===== src/rtl/svol_pkg.sv =====
package svol_pkg;

  localparam int GAIN_W = 8;
  typedef logic [GAIN_W-1:0] gain_t;

  // attenuation index counted in 0.5 dB below +48 dB
  localparam gain_t GAIN_MUTE  = 8'hFF;
  localparam gain_t GAIN_UNITY = 8'd96;

  typedef struct packed {
    logic zd_en;
    logic soft_en;
    logic soft_mute;
    logic hard_mute;
  } mctl_t;

  typedef struct packed {
    logic bypass;
    logic soft_mute;
    logic hard_mute;
  } cctl_t;

  localparam mctl_t MCTL_RESET = 4'b0100;
  localparam gain_t CHVOL_RESET = 8'h60;

  function automatic gain_t gain_sum(input gain_t a, input gain_t b);
    logic [GAIN_W:0] s;
    s = {1'b0, a} + {1'b0, b};
    return s[GAIN_W] ? GAIN_MUTE : s[GAIN_W-1:0];
  endfunction

endpackage


===== src/rtl/svol_regs.sv =====
module svol_regs
  import svol_pkg::*;
#(
  parameter int NCH    = 3,
  parameter int ADDR_W = 3
) (
  input  logic                  clk,
  input  logic                  rst_n,
  input  logic                  wr,
  input  logic [ADDR_W-1:0]     addr,
  input  logic [7:0]            wdata,
  output gain_t                 master_vol,
  output mctl_t                 mctl,
  output gain_t [NCH-1:0]       ch_vol,
  output cctl_t [NCH-1:0]       cctl
);

  always_ff @(posedge clk or negedge rst_n) begin
    if (!rst_n) begin
      master_vol <= '0;
      mctl       <= MCTL_RESET;
    end else if (wr) begin
      if (addr == ADDR_W'(0)) master_vol <= wdata;
      if (addr == ADDR_W'(1)) mctl       <= mctl_t'(wdata[3:0]);
    end
  end

  for (genvar c = 0; c < NCH; c++) begin : g_ch
    localparam logic [ADDR_W-1:0] VOL_A = ADDR_W'(2 + c);
    localparam logic [ADDR_W-1:0] CTL_A = ADDR_W'(2 + NCH + c);

    always_ff @(posedge clk or negedge rst_n) begin
      if (!rst_n) begin
        ch_vol[c] <= CHVOL_RESET;
        cctl[c]   <= '0;
      end else if (wr) begin
        if (addr == VOL_A) ch_vol[c] <= wdata;
        if (addr == CTL_A) cctl[c]   <= cctl_t'(wdata[2:0]);
      end
    end
  end

endmodule


===== src/rtl/svol_ramp.sv =====
module svol_ramp
  import svol_pkg::*;
(
  input  logic  clk,
  input  logic  rst_n,
  input  gain_t target,
  input  logic  hard,
  input  logic  jump,
  input  logic  tick,
  output gain_t level
);

  always_ff @(posedge clk or negedge rst_n) begin
    if (!rst_n)
      level <= GAIN_MUTE;
    else if (hard)
      level <= GAIN_MUTE;
    else if (jump)
      level <= target;
    else if (tick && level != target)
      level <= (level < target) ? level + gain_t'(1) : level - gain_t'(1);
  end

endmodule


===== src/rtl/svol_zdet.sv =====
module svol_zdet #(
  parameter int ZD_LEN = 2048
) (
  input  logic clk,
  input  logic rst_n,
  input  logic en,
  input  logic acc,
  input  logic is_zero,
  output logic mute
);

  localparam int ZW = $clog2(ZD_LEN + 1);
  localparam logic [ZW-1:0] LIMIT = ZW'(ZD_LEN);

  logic [ZW-1:0] run;

  always_ff @(posedge clk or negedge rst_n) begin
    if (!rst_n)
      run <= '0;
    else if (acc) begin
      if (!is_zero)
        run <= '0;
      else if (run != LIMIT)
        run <= run + ZW'(1);
    end
  end

  assign mute = en && (run == LIMIT);

endmodule


===== src/rtl/svol_scale.sv =====
module svol_scale #(
  parameter int SAMPLE_W  = 16,
  parameter int COEF_W    = 24,
  parameter int COEF_FRAC = 16
) (
  input  logic signed [SAMPLE_W-1:0] din,
  input  logic        [COEF_W-1:0]   coef,
  input  logic                       muted,
  output logic signed [SAMPLE_W-1:0] dout
);

  localparam int PW = SAMPLE_W + COEF_W + 1;
  localparam logic signed [PW-1:0] HI = PW'((64'sd1 <<< (SAMPLE_W - 1)) - 64'sd1);
  localparam logic signed [PW-1:0] LO = -HI - PW'(1);

  logic signed [PW-1:0] dext, cext, prod, shr;

  always_comb begin
    dext = PW'(din);
    cext = $signed(PW'({1'b0, coef}));
    prod = dext * cext;
    shr  = prod >>> COEF_FRAC;
    if (muted)
      dout = '0;
    else if (shr > HI)
      dout = HI[SAMPLE_W-1:0];
    else if (shr < LO)
      dout = LO[SAMPLE_W-1:0];
    else
      dout = shr[SAMPLE_W-1:0];
  end

endmodule


===== src/rtl/svol_top.sv =====
module svol_top
  import svol_pkg::*;
#(
  parameter int NCH       = 3,
  parameter int SAMPLE_W  = 16,
  parameter int COEF_W    = 24,
  parameter int COEF_FRAC = 16,
  parameter int STEP_DIV  = 8,
  parameter int ZD_LEN    = 2048,
  localparam int ADDR_W   = $clog2(2 + 2 * NCH)
) (
  input  logic                      clk,
  input  logic                      rst_n,
  input  logic                      reg_wr,
  input  logic [ADDR_W-1:0]         reg_addr,
  input  logic [7:0]                reg_wdata,
  input  logic                      in_valid,
  output logic                      in_ready,
  input  logic [NCH*SAMPLE_W-1:0]   in_data,
  output logic                      out_valid,
  input  logic                      out_ready,
  output logic [NCH*SAMPLE_W-1:0]   out_data,
  output logic [NCH*GAIN_W-1:0]     gain_idx,
  input  logic [NCH*COEF_W-1:0]     lut_coef
);

  localparam int PSC_W = (STEP_DIV > 1) ? $clog2(STEP_DIV) : 1;
  localparam logic [PSC_W-1:0] PSC_LAST = PSC_W'(STEP_DIV - 1);

  gain_t              master_vol;
  mctl_t              mctl;
  gain_t [NCH-1:0]    ch_vol;
  cctl_t [NCH-1:0]    cctl;
  gain_t [NCH-1:0]    target;
  gain_t [NCH-1:0]    applied;
  logic  [NCH-1:0]    hard;
  logic  [NCH-1:0]    jump;
  logic  [NCH-1:0]    zd_mute;
  logic  [NCH*SAMPLE_W-1:0] scaled;

  logic             accept;
  logic             tick;
  logic [PSC_W-1:0] psc;

  svol_regs #(.NCH(NCH), .ADDR_W(ADDR_W)) u_regs (
    .clk        (clk),
    .rst_n      (rst_n),
    .wr         (reg_wr),
    .addr       (reg_addr),
    .wdata      (reg_wdata),
    .master_vol (master_vol),
    .mctl       (mctl),
    .ch_vol     (ch_vol),
    .cctl       (cctl)
  );

  assign in_ready = !out_valid || out_ready;
  assign accept   = in_valid && in_ready;
  assign tick     = accept && (psc == PSC_LAST);

  // one ramp step per STEP_DIV accepted frames, shared by all channels
  always_ff @(posedge clk or negedge rst_n) begin
    if (!rst_n)
      psc <= '0;
    else if (accept)
      psc <= tick ? '0 : psc + PSC_W'(1);
  end

  for (genvar c = 0; c < NCH; c++) begin : g_ch
    logic signed [SAMPLE_W-1:0] smp;
    logic signed [SAMPLE_W-1:0] res;
    gain_t                      base;

    assign smp  = in_data[c*SAMPLE_W +: SAMPLE_W];
    assign base = cctl[c].bypass ? GAIN_UNITY : gain_sum(master_vol, ch_vol[c]);
    assign target[c] = (mctl.soft_mute || cctl[c].soft_mute) ? GAIN_MUTE : base;
    assign hard[c]   = mctl.hard_mute || cctl[c].hard_mute || zd_mute[c];
    assign jump[c]   = !mctl.soft_en || cctl[c].bypass;

    svol_zdet #(.ZD_LEN(ZD_LEN)) u_zdet (
      .clk     (clk),
      .rst_n   (rst_n),
      .en      (mctl.zd_en),
      .acc     (accept),
      .is_zero (smp == '0),
      .mute    (zd_mute[c])
    );

    svol_ramp u_ramp (
      .clk    (clk),
      .rst_n  (rst_n),
      .target (target[c]),
      .hard   (hard[c]),
      .jump   (jump[c]),
      .tick   (tick),
      .level  (applied[c])
    );

    svol_scale #(
      .SAMPLE_W  (SAMPLE_W),
      .COEF_W    (COEF_W),
      .COEF_FRAC (COEF_FRAC)
    ) u_scale (
      .din   (smp),
      .coef  (lut_coef[c*COEF_W +: COEF_W]),
      .muted (applied[c] == GAIN_MUTE),
      .dout  (res)
    );

    assign scaled[c*SAMPLE_W +: SAMPLE_W] = res;
  end

  assign gain_idx = applied;

  always_ff @(posedge clk or negedge rst_n) begin
    if (!rst_n) begin
      out_valid <= 1'b0;
      out_data  <= '0;
    end else if (accept) begin
      out_valid <= 1'b1;
      out_data  <= scaled;
    end else if (out_ready) begin
      out_valid <= 1'b0;
    end
  end

endmodule


===== config.mk =====
export PLATFORM = sky130hd
export DESIGN_NAME = svol_top
export DESIGN_NICKNAME = d
export VERILOG_FILES = /design/src/rtl/svol_pkg.sv /design/src/rtl/svol_regs.sv /design/src/rtl/svol_ramp.sv /design/src/rtl/svol_zdet.sv /design/src/rtl/svol_scale.sv /design/src/rtl/svol_top.sv
export SDC_FILE = /design/constraint.sdc
export NUM_CORES = 2
export LEC_CHECK = 0
export BUFFER_PORTS_ARGS = -buffer_cell sky130_fd_sc_hd__buf_2
export CORE_MARGIN = 2
export CORE_UTILIZATION = 55
export DETAILED_ROUTE_END_ITERATION = 10
export PLACE_DENSITY = 0.71
export SKIP_CTS_REPAIR_TIMING = 1
export SLEW_MARGIN = 30
export SYNTH_ARGS = -nofsm -noshare
export SYNTH_HDL_FRONTEND = slang
export SYNTH_SLANG_ARGS = --single-unit

===== constraint.sdc =====
create_clock -name clk -period 8.8 [get_ports clk]
set_clock_uncertainty 0.05 [all_clocks]
set_input_delay 0 -clock clk [delete_from_list [all_inputs] [get_ports clk]]
set_output_delay 0 -clock clk [all_outputs]
set_load 0.05 [all_outputs]

==> results.yml <==
floorplanning:
  start_util_pct: 55.5
  die_w_um: 300
  pin_count: 210
  fp.coreArea_um2: 86600
  die-area_um2: 89700
  die-height_um: 300
  row_count: 108
sta:
  post-route-period-util_pct: 81.0
  post-route-min-period_ns: 7.13
  unrepaired_setup_endpoints_after_global_routing: "no"
  maxSlewViolCount: 0
  setup-violations-final: 0
  slew_headroom_pct: 33.9
  tns_ns: 0
  hold_viol: 0
  worst_pin_slew_ns: 0.990
  fmax_mhz: 140
cts:
  numCtsBuffers: 17
  clock_tree.root_cell: "sky130_fd_sc_hd__clkbuf_16"
  cts_buffer_depth: 2
  clk_pin_slew_ns: 0.07
  htree_levels: 4
  cts_tree: "built"
  clock-sinks: 157
  worstSkewPairLatency_ns: 0.44
layout:
  antenna-diode-count: 0
  nets_final: 7143
  multi_input_comb_area_um2: 38500
  filler_cell_count: 7800
  area_growth_syn_to_layout_pct: 5.18
  layout-drive-gt1-share_pct: 6.55
  ff_latch_area_um2: 3970
synthesis:
  synth_seq_area_share_pct: 8.26
  yosysTopAreaCellShare_pct: 38.4
  count_of_mapped_cells_out_of_synthesis: 5583
  synth_cell_types: 85
  syn_avg_cell_area_um2: 8.61
  synth_enable_flop_cells: 0
  primary_flip_flop_cell_chosen_by_synthesis_mapping: "sky130_fd_sc_hd__dfrtp_1"
  synthesis.yosys.warnings: 0
  syn_area_um2: 48000
  synth_async_sr_flop_share_pct: 100
  synth.most_common_cell: "sky130_fd_sc_hd__inv_1"
  postSynthNetCount: 7119
  post_synth_main_area_contributors: "sky130_fd_sc_hd__fa_1 38%, sky130_fd_sc_hd__ha_1 12%, sky130_fd_sc_hd__inv_1 9.8%, sky130_fd_sc_hd__nand2_1 6.6%, sky130_fd_sc_hd__dfrtp_1 6.6%"
  yosys.area.top_type: "sky130_fd_sc_hd__fa_1"
  synth.ff_latch_count: 157
  synth.top_cells.by_count: "1252 x sky130_fd_sc_hd__inv_1, 921 x sky130_fd_sc_hd__fa_1, 850 x sky130_fd_sc_hd__nand2_1"
drt:
  final_antenna_net_count: 0
  num_vias: 37700
  detail_route.iter0.violations: 2395
  detail_route.first_pass.iterations: 5
  wl_per_cell_um: 18.4
  route.detailed.drc: 0
  vias_per_cell: 5.56
  postRouteWirelength_um: 124000
setup_path:
  worst-setup-path-type: "in2reg"
  critPathMaxFanout: 25
  timing.critical_path.to_type: "flip-flop"
  cp_data_arrival_time_ns: 7.39
  crit_top_cell: "sky130_fd_sc_hd__fa_1"
  critical_path.cell_chain: "buf_2, nand2_1, fa_1, inv_1, fa_1, inv_1, fa_1, fa_1, fa_1, fa_1, inv_1, ha_1, a21oi_1, o211ai_1, a311oi_1, nor2_1, or4b_1, a21o_1, a221oi_1, nand4_1, o21ai_0, o31ai_1"
  crit_path_top_delay_cell: "sky130_fd_sc_hd__fa_1"
  required_ns: 9.06
  setup.worst_path.start_class: "input port"
  critical-path-max-stage-delay_ns: 0.57
global_route:
  grt_max_degree: 93
  total_routing_resource_utilization_after_global_routing_pct: 28.7
  grt_pass1_vias: 40000
  global_route_wire_length_before_repair_um: 205000
  antenna_found_initial: 1
  overflow: 0
run:
  maxCapViolCount: 0
place:
  dpl.hpwl_um: 96200
  place.gp.congestion: 0.915
  port-buffer-count: 209
status:
  outcome: "finished clean"
min_path:
  min_path_type: "in2reg"
## per-stage QoR
stage                     hold slack [ns]  area (µm²)  utilization, %  std cells  worst slack [ns]
after floorplan                    -0.346       48000               -       5583              2.26
after global placement             0.0985       49800            57.5       6729              1.29
after detailed placement            0.105       49800            57.5       6731              1.29
after CTS                          -0.395       50400            58.2       6763              1.75
after global routing               0.0249       50500            58.3       6775              1.24
final                              0.0215       50500            58.3       6775              1.67
## layout make-up
cell class | instances | share of cell area [%]
inverter | 1252 | 9.30
multi-input combinational | 3942 | 76.2
clock buffer | 17 | 0.842
timing repair buffer | 237 | 2.55
sequential | 157 | 7.85
clock inverter | 15 | 0.366
tap | 1155 | 2.86
## placed cells by master (no fill, tap or decap), drive strengths merged, types with 11 or more instances in the layout
cell,n
o31ai,26
and2,429
o21bai,16
dlygate4sd3,11
a31oi,18
buf,225
nand2,850
clkbuf,18
o311ai,16
dfstp,31
a21o,53
nand4,47
nor4b,17
nor2,169
inv,1259
o21a,29
xnor2,70
mux2,46
or3,26
nand2b,45
o211ai,29
o21ai,152
and3,21
nor2b,29
fa,921
xor2,44
a21oi,159
nand3,42
nor3,34
ha,479
dfrtp,126
nor4,33
a211oi,36
## cells by family after synthesis
group | count (synthesis) | share of synthesized area, %
DFF | 157 | 8.26
xor gates and xnor gates | 114 | 2.08
and+or+nand+nor | 1777 | 17.9
adders and majority gates | 1400 | 50.8
muxes | 53 | 1.22
buffers and inverters | 1484 | 11.6
AOI/OAI and AO/OA | 598 | 8.12
## flip-flops by register name, summed over array words and instances, names as in the netlist
| register | flops |
|---|---|
| out_data | 48 |
| g_ch.u_zdet.run | 36 |
| g_ch.u_ramp.level | 24 |
| u_regs.ch_vol | 24 |
| u_regs.cctl | 9 |
| u_regs.master_vol | 8 |
| u_regs.mctl | 4 |
| psc | 3 |
| out_valid | 1 |
## routing by layer
metal / part of all wire, % / global-route usage (%) / vias up
met1: 41 / 37.3 / 19000
met2: 49 / 49.4 / 1276
met4: 3.3 / 9.38 / 0
li1: - / - / 17200
met5: 0 / 0 / -
met3: 6.6 / 3.96 / 260
## critical path: cells and delay by family
family / cells / cell delay, ns
AOI/OAI and AO/OA: 7 / 1.84
adders and majority gates: 7 / 3.43
buffers and inverters: 4 / 0.63
and+or+nand+nor: 4 / 1.45
## final timing paths
path	startpoint	slack, ns	cells past startpoint	endpoint
setup / recovery	in_data[17]	1.67	22	out_data[20]
hold / removal	reg_addr[1]	0.02	4	u_regs.master_vol[1]
setup reg to reg	u_regs.master_vol[1]	2.17	30	g_ch[2].u_ramp.level[7]
hold reg to reg	psc[2]	0.43	2	psc[2]
max in group asynchronous	rst_n	7.36	3	out_data[17]
min in group asynchronous	rst_n	0.15	2	u_regs.ch_vol[7]
Power is not shown: default switching activity piles up to over one toggle a cycle in this logic, so the estimate is an artifact.
